**src/rtl/zmask_pkg.sv**
```systemverilog
package zmask_pkg;
   typedef enum logic [1:0] {
      ZM_ONE    = 2'd0,
      ZM_THREE  = 2'd1,
      ZM_SKIP   = 2'd2,
      ZM_BYPASS = 2'd3
   } zm_mode_e;
endpackage

```
**src/rtl/zmask_cfg.sv**
```systemverilog
module zmask_cfg
   import zmask_pkg::*;
#(
   parameter int ZW     = 8,
   parameter int CODE_W = 2
) (
   input  logic                 clk,
   input  logic                 rst_n,
   input  logic                 frame_clear,
   input  logic [1:0]           cfg_mode,
   input  logic [ZW-1:0]        cfg_center,
   input  logic [ZW-1:0]        cfg_offset,
   output zm_mode_e             mode_eff,
   output logic [3:0][ZW-1:0]   plane
);
   localparam logic [ZW-1:0] FAR = {ZW{1'b1}};

   zm_mode_e      mode_q;
   logic [ZW-1:0] center_q, offset_q;
   logic [ZW:0]   sum;
   logic [ZW-1:0] hi, lo;

   // configuration is frame-stable: captured on the frame boundary only
   always_ff @(posedge clk) begin
      if (!rst_n) begin
         mode_q   <= ZM_ONE;
         center_q <= FAR;
         offset_q <= '0;
      end else if (frame_clear) begin
         mode_q   <= zm_mode_e'(cfg_mode);
         center_q <= cfg_center;
         offset_q <= cfg_offset;
      end
   end

   assign sum = {1'b0, center_q} + {1'b0, offset_q};
   assign hi  = sum[ZW] ? FAR : sum[ZW-1:0];
   assign lo  = (center_q < offset_q) ? '0 : center_q - offset_q;

   // a one-bit code can only represent the single-plane history
   generate
      if (CODE_W == 1) begin : g_one_bit
         assign mode_eff = (mode_q == ZM_BYPASS) ? ZM_BYPASS : ZM_ONE;
      end else begin : g_two_bit
         assign mode_eff = mode_q;
      end
   endgenerate

   always_comb begin
      plane[0] = FAR;
      case (mode_eff)
         ZM_THREE: begin plane[1] = hi;  plane[2] = center_q; plane[3] = lo; end
         ZM_SKIP:  begin plane[1] = FAR; plane[2] = center_q; plane[3] = lo; end
         default:  begin plane[1] = center_q; plane[2] = '0; plane[3] = '0; end
      endcase
   end
endmodule

```
**src/rtl/zmask_lane_chain.sv**
```systemverilog
module zmask_lane_chain
   import zmask_pkg::*;
#(
   parameter int LANES  = 4,
   parameter int XW     = 4,
   parameter int YW     = 4,
   parameter int ZW     = 8,
   parameter int CODE_W = 2
) (
   input  zm_mode_e                          mode,
   input  logic [3:0][ZW-1:0]                plane,
   input  logic [LANES-1:0]                  vld_in,
   input  logic [LANES-1:0][XW-1:0]          x,
   input  logic [LANES-1:0][YW-1:0]          y,
   input  logic [LANES-1:0][ZW-1:0]          z,
   input  logic [LANES-1:0][CODE_W-1:0]      rd_code,
   output logic [LANES-1:0][XW+YW-1:0]       addr,
   output logic [LANES-1:0]                  vld_out,
   output logic [LANES-1:0]                  skip_out,
   output logic [LANES-1:0]                  wr_en,
   output logic [LANES-1:0][CODE_W-1:0]      wr_code
);
   always_comb begin : chain
      logic [LANES-1:0][1:0] cur;
      logic [LANES-1:0][1:0] nxt;
      logic [1:0] lvl;
      logic       rej;
      logic       bypass;
      logic       later;
      bypass = (mode == ZM_BYPASS);
      for (int i = 0; i < LANES; i++) addr[i] = {y[i], x[i]};
      // lanes resolve in order; a later lane sees an earlier lane's new code
      for (int i = 0; i < LANES; i++) begin
         cur[i] = 2'(rd_code[i]);
         for (int j = 0; j < i; j++)
            if (vld_in[j] && addr[j] == addr[i]) cur[i] = nxt[j];
         lvl = 2'd0;
         case (mode)
            ZM_ONE:   if (z[i] < plane[1]) lvl = 2'd1;
            ZM_THREE: begin
               if (z[i] < plane[1]) lvl = 2'd1;
               if (z[i] < plane[2]) lvl = 2'd2;
               if (z[i] < plane[3]) lvl = 2'd3;
            end
            ZM_SKIP: begin
               lvl = 2'd1;
               if (z[i] < plane[2]) lvl = 2'd2;
               if (z[i] < plane[3]) lvl = 2'd3;
            end
            default: lvl = 2'd0;
         endcase
         rej         = (cur[i] != 2'd0) && (z[i] > plane[cur[i]]);
         nxt[i]      = (vld_in[i] && !bypass && lvl > cur[i]) ? lvl : cur[i];
         vld_out[i]  = vld_in[i] && (bypass || !rej);
         skip_out[i] = vld_in[i] && !rej && (mode == ZM_SKIP) && (cur[i] == 2'd0);
      end
      // only the last valid lane at a coordinate commits it
      for (int i = 0; i < LANES; i++) begin
         later = 1'b0;
         for (int j = i + 1; j < LANES; j++)
            if (vld_in[j] && addr[j] == addr[i]) later = 1'b1;
         wr_en[i]   = vld_in[i] && !bypass && !later && (nxt[i] != 2'(rd_code[i]));
         wr_code[i] = CODE_W'(nxt[i]);
      end
   end
endmodule

```
**src/rtl/zmask_screen.sv**
```systemverilog
module zmask_screen
   import zmask_pkg::*;
#(
   parameter int LANES  = 4,
   parameter int XW     = 4,
   parameter int YW     = 4,
   parameter int ZW     = 8,
   parameter int CODE_W = 2
) (
   input  logic                            clk,
   input  logic                            rst_n,
   input  logic                            frame_clear,
   input  logic [1:0]                      cfg_mode,
   input  logic [ZW-1:0]                   cfg_center,
   input  logic [ZW-1:0]                   cfg_offset,
   input  logic [LANES-1:0]                pix_vld,
   input  logic [LANES-1:0][XW-1:0]        pix_x,
   input  logic [LANES-1:0][YW-1:0]        pix_y,
   input  logic [LANES-1:0][ZW-1:0]        pix_z,
   output logic [LANES-1:0][XW+YW-1:0]     mask_addr,
   input  logic [LANES-1:0][CODE_W-1:0]    mask_rd_code,
   output logic [LANES-1:0]                mask_wr_en,
   output logic [LANES-1:0][CODE_W-1:0]    mask_wr_code,
   output logic                            mask_clr,
   output logic [LANES-1:0]                out_vld,
   output logic [LANES-1:0]                out_skip,
   output logic [LANES-1:0][XW-1:0]        out_x,
   output logic [LANES-1:0][YW-1:0]        out_y,
   output logic [LANES-1:0][ZW-1:0]        out_z
);
   generate
      if (CODE_W < 1 || CODE_W > 2) begin : g_bad_code
         $error("CODE_W must be 1 or 2");
      end
      if (LANES < 1 || XW < 1 || YW < 1 || ZW < 2) begin : g_bad_dims
         $error("LANES, XW, YW must be >= 1 and ZW >= 2");
      end
   endgenerate

   zm_mode_e                mode_eff;
   logic [3:0][ZW-1:0]      plane;
   logic [LANES-1:0]        vld_gated, vld_next, skip_next;

   assign vld_gated = frame_clear ? '0 : pix_vld;
   assign mask_clr  = frame_clear;

   zmask_cfg #(.ZW(ZW), .CODE_W(CODE_W)) u_cfg (
      .clk(clk), .rst_n(rst_n), .frame_clear(frame_clear),
      .cfg_mode(cfg_mode), .cfg_center(cfg_center), .cfg_offset(cfg_offset),
      .mode_eff(mode_eff), .plane(plane)
   );

   zmask_lane_chain #(.LANES(LANES), .XW(XW), .YW(YW), .ZW(ZW), .CODE_W(CODE_W)) u_chain (
      .mode(mode_eff), .plane(plane), .vld_in(vld_gated),
      .x(pix_x), .y(pix_y), .z(pix_z), .rd_code(mask_rd_code),
      .addr(mask_addr), .vld_out(vld_next), .skip_out(skip_next),
      .wr_en(mask_wr_en), .wr_code(mask_wr_code)
   );

   always_ff @(posedge clk) begin
      if (!rst_n) begin
         out_vld  <= '0;
         out_skip <= '0;
         out_x    <= '0;
         out_y    <= '0;
         out_z    <= '0;
      end else begin
         out_vld  <= vld_next;
         out_skip <= skip_next;
         out_x    <= pix_x;
         out_y    <= pix_y;
         out_z    <= pix_z;
      end
   end

   a_r8_clear_drops: assert property (@(posedge clk) disable iff (!rst_n)
      frame_clear |=> (out_vld == '0));
   a_r8_clear_no_write: assert property (@(posedge clk) disable iff (!rst_n)
      frame_clear |-> (mask_wr_en == '0));
   a_r9_bypass_quiet: assert property (@(posedge clk) disable iff (!rst_n)
      (mode_eff == ZM_BYPASS) |-> (mask_wr_en == '0));

   genvar gi, gj;
   generate
      for (gi = 0; gi < LANES; gi++) begin : g_lane_chk
         a_r3_invalid_stays: assert property (@(posedge clk) disable iff (!rst_n)
            !pix_vld[gi] |=> !out_vld[gi]);
         a_r6_skip_needs_valid: assert property (@(posedge clk) disable iff (!rst_n)
            out_skip[gi] |-> out_vld[gi]);
         a_r5_raise_only: assert property (@(posedge clk) disable iff (!rst_n)
            mask_wr_en[gi] |-> (mask_wr_code[gi] > mask_rd_code[gi]));
         for (gj = gi + 1; gj < LANES; gj++) begin : g_pair
            a_r7_one_write: assert property (@(posedge clk) disable iff (!rst_n)
               !(mask_wr_en[gi] && mask_wr_en[gj] && mask_addr[gi] == mask_addr[gj]));
         end
      end
   endgenerate
endmodule

```
**config.mk**
```make
export PLATFORM = sky130hd
export DESIGN_NAME = zmask_screen
export DESIGN_NICKNAME = d
export VERILOG_FILES = /design/src/rtl/zmask_pkg.sv /design/src/rtl/zmask_cfg.sv /design/src/rtl/zmask_lane_chain.sv /design/src/rtl/zmask_screen.sv
export SDC_FILE = /design/constraint.sdc
export NUM_CORES = 1
export LEC_CHECK = 0
export ABC_AREA = 1
export BUFFER_PORTS_ARGS = -buffer_cell sky130_fd_sc_hd__buf_2
export CAP_MARGIN = 15
export CORE_ASPECT_RATIO = 1.1
export CORE_MARGIN = 1.5
export CORE_UTILIZATION = 33
export DETAILED_ROUTE_END_ITERATION = 8
export GPL_ROUTABILITY_DRIVEN = 0
export PLACE_DENSITY = 0.53
export RECOVER_POWER = 25
export SLEW_MARGIN = 0
export SYNTH_ARGS = -nofsm -noshare
export SYNTH_HDL_FRONTEND = slang
export SYNTH_SLANG_ARGS = --single-unit
```
**constraint.sdc**
```tcl
create_clock -name clk -period 12.3 [get_ports clk]
set_input_delay 2.46 -clock clk [delete_from_list [all_inputs] [get_ports clk]]
set_output_delay 2.46 -clock clk [all_outputs]
set_load 0.02 [all_outputs]
```
# [After elaboration in Yosys (flattened, before gate mapping)]
# Index checks and enable logic that the tools add are counted.
[totals] ff_bits=90 input_bits=97 out_inout_bits=117 elab_cells=183
[classes] add_sub_neg=2 n_lt_le_gt_ge=25 n_eq_ne=19 mux=52 reduce_logical=68
[op_table] operator="$lt A8 B8 Y1" count=13
[op_table] operator="$eq A8 B8 Y1" count=12
[op_table] operator="$bmux W8 S2" count=4
[op_table] operator="$mux W2" count=26
[op_table] operator="$mux W8" count=6
[op_table] operator="$pmux W24 S2" count=1
[op_table] operator="$logic_and A1 B1 Y1" count=47
[op_table] operator="$gt A8 B8 Y1" count=4
[op_table] operator="$pmux W2 S3" count=4
[op_table] operator="$lt A2 B3 Y1 const B" count=4
[op_table] operator="$logic_not A2 Y1" count=5
[op_table] operator="$mux W1" count=10
[op_table] operator="$add A8 B8 Y9" count=1
[op_table] operator="$gt A2 B2 Y1" count=4
[op_table] operator="$logic_not A1 Y1" count=8
[op_table] operator="$ne A2 B2 Y1" count=4
[op_table] operator="$reduce_bool A2 Y1" count=4
[op_table] operator="$sub A8 B8 Y8" count=1
[op_table] operator="$eq A2 B2 Y1 const B" count=2
[op_table] operator="$logic_or A1 B1 Y1" count=4
[op_table] operator="$mux W4" count=1
[op_table] operator="$eq A2 B1 Y1 const B" count=1

# [Depth between registers and ports, before layout]
[logic_depth] ltp_word=28 ltp_mapped=64 mapped_depth_nobuf=62

# [Cells and area by module]
# From an unflattened synthesis, not the netlist that was laid out.
[unflattened] cells_unflattened=1305 area_unflattened_um2=9038.7
[modules_own_cells] module="zmask_lane_chain" instances=1 cells_per_inst=819 area_each_um2=5283.8 seq_area_each_um2=0.0
[modules_own_cells] module="zmask_screen" instances=1 cells_per_inst=233 area_each_um2=2109.5 seq_area_each_um2=1441.4
[modules_own_cells] module="zmask_cfg" instances=1 cells_per_inst=253 area_each_um2=1645.3 seq_area_each_um2=360.3

# [Least setup slack after synthesis]
# No wires, ideal clock.
[synth_path] path_kind="in2out" start="input pix_z[5] in the netlist's numbering" end="output mask_wr_en[3]" arrival_ns=8.855 required_ns=9.840 path_slack_ns=0.985 cell_stages=46 path_buffers=2 cell_sequence="ha_1 a21oi_1 nor2_1 a211oi_1 nand2_1 a21oi_1 nand2_1 nand2_2 nand2_2 ha_1 a211oi_4 or2_2 nand3_1 nand2_1 inv_1 ha_1 nand2_1 inv_1 (+10 left out) nor4_1 inv_1 nand3_4 nand3_4 nand2_4 buf_8 ha_1 nand2_1 inv_1 nor3_1 nand2_1 nand2_1 nand2_1 nand2_1 inv_1 nand2_1 nor2_1 nor2_1"
[synth_lines] item="start: declaration" line_no="zmask_screen.sv:19" source="input logic [LANES-1:0][ZW-1:0] pix_z,"
[synth_lines] item="end: declaration" line_no="zmask_screen.sv:22" source="output logic [LANES-1:0] mask_wr_en,"

# [Final worst setup path]
[layout_path] start="register u_cfg.offset_q[1]" end="output mask_wr_en[3]"
[layout_between] elab_chain_len=25 elab_cells_between_ends=54 classes_between="add/sub: 2; order compare: 13; eq/ne: 1; mux: 33; reduce/logical: 5"
[layout_lines] item="start: declaration" line_no="zmask_cfg.sv:19" source="logic [ZW-1:0] center_q, offset_q;"
[layout_lines] item="start signal: assignment" line_no="zmask_cfg.sv:32" source="offset_q <= cfg_offset;"
[layout_lines] item="$add A8 B8 Y9" line_no="zmask_cfg.sv:36" source="assign sum = {1'b0, center_q} + {1'b0, offset_q};"
[layout_lines] item="$mux W8" line_no="zmask_cfg.sv:37" source="assign hi = sum[ZW] ? FAR : sum[ZW-1:0];"
[layout_lines] item="$pmux W24 S2 (*)" line_no="zmask_cfg.sv:51" source="case (mode_eff)"
[layout_lines] item="$lt A8 B8 Y1" line_no="zmask_lane_chain.sv:39, zmask_lane_chain.sv:41"
[layout_lines] item="$mux W1" line_no="zmask_lane_chain.sv:39, zmask_lane_chain.sv:41"
[layout_lines] item="$mux W2" line_no="zmask_lane_chain.sv:42" source="if (z[i] < plane[2]) lvl = 2'd2;"
[layout_lines] item="$mux W2" line_no="zmask_lane_chain.sv:43" source="if (z[i] < plane[3]) lvl = 2'd3;"
[layout_lines] item="$pmux W2 S3" line_no="zmask_lane_chain.sv:38" source="case (mode)"
[layout_lines] item="(+9 left out)"
[layout_lines] item="$logic_and A1 B1 Y1" line_no="zmask_lane_chain.sv:53" source="nxt[i] = (vld_in[i] && !bypass && lvl > cur[i]) ? lvl : cur[i];"
[layout_lines] item="$mux W2" line_no="zmask_lane_chain.sv:53"
[layout_lines] item="$mux W2" line_no="zmask_lane_chain.sv:36" source="if (vld_in[j] && addr[j] == addr[i]) cur[i] = nxt[j];"
[layout_lines] item="$gt A2 B2 Y1" line_no="zmask_lane_chain.sv:53"
[layout_lines] item="$logic_and A1 B1 Y1" line_no="zmask_lane_chain.sv:53"
[layout_lines] item="$mux W2 (*)" line_no="zmask_lane_chain.sv:53"
[layout_lines] item="$ne A2 B2 Y1 (*)" line_no="zmask_lane_chain.sv:62" source="wr_en[i] = vld_in[i] && !bypass && !later && (nxt[i] != 2'(rd_code[i]));"
[layout_lines] item="$logic_and A1 B1 Y1 (*)" line_no="zmask_lane_chain.sv:62"
# Every way passes the cells marked *; elsewhere a longest branch is shown, timed or not.

==> out/results.txt <==
Setup crit start kind = flop
most used routing layer in global routing = met2
largest family of logic cells by synthesized area = adder cells
CP delay by family, top = simple AND/OR/NAND/NOR gates
Internal = 0.000641 W
power share of the sequential group = 29.7%
insertion delay to the later sink of the worst-skew pair = 370 ps
DP HPWL = 23.1 mm
drt total wl = 28.9 mm
initial antenna violation count = 2
sum of buffers and inverters on the critical path = 16
worst min-delay path class = reg2reg
Core ar. = 25300 sq um
first drt pass iteration count = 5
critical setup path kind = reg2out
post-synthesis area per instance = 7.16 sq um
Ant. Diodes = 0
met1 GRT Util = 27.8%
Synth cell types = 51
H-tree levels = 3
Filler cells = 2670
met2 Use GR = 36.3%
wire length per cell = 16.7 um
Adder-Cell Fraction of Synth Area = 21.7%
Post-Syn Area = 8470 sq um
Root Driver = clkbuf_16
max incr delay on CP = 400 ps
final worst-path cycle share = 94.0%
Slew Viols, Final = 81
met3 GRT Util = 3.65%
Port Buffer Count = 213
share of Yosys cell area claimed by the top area cell type = 21.3%
total grt overflow = 0
flops & latches, synth = 90
vias in the first global route = 7772
Vias/cell = 4.85
Post-synth EDFFs = 0
die width = 156 um
share of cells above drive strength 1 = 22.1%
top cells by area, synth = dfxtp_1, ha_1, nand2_1, inv_1, a21oi_1
I/O pin cnt = 214
hold slack final = 490 ps
hold buffer count at cts = 0
Sink Count = 90
Reg clk slew, reported paths = 70 ps
Fin Clk Skew = 8.78 ps
Peak VDD IR = 0.0594 mV
Area Overhead vs Synth = 19.6%
Tmin final = 11560 ps
pin slew with the least headroom to its limit = 3520 ps
Net count, final = 1616
XOR/XNOR share of the synthesized area = 6.00%
synth warn = 0
via count = 8361
Starting Density = 33.5%
global-route wire length before repair = 43.7 mm
die area = 26600 sq um
CTS tree = done
asr flop ratio synth = 0%
most common cell in the synthesized netlist = nand2_1
Multi-input gate area = 5620 sq um
sw frac = 39.3%
First DRT Iteration DRCs = 403
Sequential Area = 1800 sq um
outcome = finished, violations left
Post-Syn Instances = 1183
cell taking the most area after synthesis = dfxtp_1
PD cells = 104 nW/um^2
Clk network pwr share = 28.6%
area fraction in compound gates after synthesis = 17.6%
max cap viols = 1
Mapped Nets = 1426
Inserted Clock Buffers = 9
failing checks = capacitance limit, slew limit
Comb power frac = 41.7%
post-synthesis sequential area ratio = 21.3%
Slew Limit Headroom = -135%
drt drc = 0
Worst EP required = 9840 ps
Die Height = 171 um
Hold Vio Cnt, Final = 0
Finished Core Util = 40.1%
CP Max Fanout = 14
largest net degree at the start of global routing = 81
CP endpoint kind = output pin
Final setup viols = 0
Critical Path Slowest Stage Cell = dfxtp_2
total power draw = 0.00106 W
Main synth FF type = dfxtp_1
clock buffer depth = 2
gr usage total = 21.7%
row count = 61
Worst path most repeated cell = nand2_1
simple-gate share of the synthesized area = 20.5%
P_sw = 0.000415 W
WP data arrival = 9100 ps
mux share of post-synthesis cell area = 0%
leading cell types by count after synthesis = nand2_1, inv_1, ha_1
antenna-violating nets left = 0
Static Leak = 5.57 nW
Max Clk Rate = 0.0865 GHz
==> path summary, 6_finish.rpt <==
path,from,slack (ps),end,depth (start not counted)
worst max-delay path,u_cfg.offset_q[1]$_SDFFE_PN0P_,740,mask_wr_en[3],63
worst min-delay path,u_cfg.offset_q[4]$_SDFFE_PN0P_,490,u_cfg.offset_q[4]$_SDFFE_PN0P_,2
worst max register to register,u_cfg.offset_q[1]$_SDFFE_PN0P_,3260,out_vld[3]$_SDFF_PN0_,59
worst min register to register,u_cfg.offset_q[4]$_SDFFE_PN0P_,490,u_cfg.offset_q[4]$_SDFFE_PN0P_,2
==> sequential cells by signal, indices dropped and copies added, names as in the netlist <==
register and count:
u_cfg.mode_eff 2, out_z 32, out_y 16, out_vld 4, out_skip 4, u_cfg.center_q 8
u_cfg.offset_q 8, out_x 16
==> logic make-up after synthesis <==
family / Yosys count
AO/OA/AOI/OAI: 251
XOR/XNOR: 58
adder cells (fa/ha/maj): 146
buffers and inverters: 253
flip-flops: 90
AND/OR/NAND/NOR: 385
==> power groups by stage <==
stage / sequential, W / clock, W / combinational (W)
6_report: 0.000314 / 0.000302 / 0.000440
5_1_grt: 0.000316 / 0.000324 / 0.000493
4_1_cts: 0.000314 / 0.000313 / 0.000433
3_5_place_dp: 0.000321 / 0 / 0.000431
3_3_place_gp: 0.000321 / 0 / 0.000426
2_1_floorplan: 0.000335 / 0 / 0.000272
==> layer usage <==
| metal | share of wire, % | up-vias |
|---|---|---|
| li1 | - | 4268 |
| met1 | 44 | 3792 |
| met2 | 48 | 244 |
| met3 | 5.6 | 53 |
| met4 | 2.7 | 4 |
| met5 | 0.10 | - |
==> tightest hold or removal path: stages (launching register included) <==
cell and delay, ps:
dfxtp_1 310, inv_1 70, a21oi_1 60
==> placed cells by master, fill, tap and decap left out, types with 6 or more instances in the layout <==
cell       netlist  layout
buf_4           34      19
xor2_1          48      48
nor4_1          10       9
ha_1           144     143
o22ai_1         20      20
clkbuf_16        0       9
a21oi_1         90      90
nand4_1         13      13
dfxtp_1         90      89
o21ai_1         23      24
nor2_1          70      69
inv_1          192     192
nor3_1          12      10
a211oi_1         6       6
xnor2_1         10      10
nand3_2          8       8
o211ai_1        12      12
buf_2            2     213
nand3_1         28      28
o21bai_1         6       6
o21ai_0         57      56
inv_2            7       7
a31oi_1          6       6
nand2_2         10      10
nand2_1        217     216
a22oi_1          6       6
==> final cells by class <==
class	count	area share [%]
Multi-Input combinational cell	840	55.5
Clock buffer	11	2.30
Timing Repair Buffer	233	12.0
Sequential cell	90	17.8
Inverter	199	7.37
Tap cell	346	4.27
Clock inverter	4	0.766
==> what timing repair did <==
action,in CTS,in global routing
gates resized for setup,0,12
endpoints found under the setup margin,0,3
setup buffers,0,1
==> stage by stage <==
| stage | TNS [ps] | instance area, sq um | worst slack, ps | cells |
|---|---|---|---|---|
| 2_1_floorplan | 0 | 8470 | 985 | 1183 |
| 3_3_place_gp | 0 | 9760 | 613 | 1707 |
| 3_5_place_dp | 0 | 9760 | 469 | 1707 |
| 4_1_cts | 0 | 10100 | 283 | 1722 |
| 5_1_grt | -5.23 | 10100 | -5.23 | 1723 |
| 6_report | 0 | 10100 | 742 | 1723 |
(Power assumes the default switching activity.)
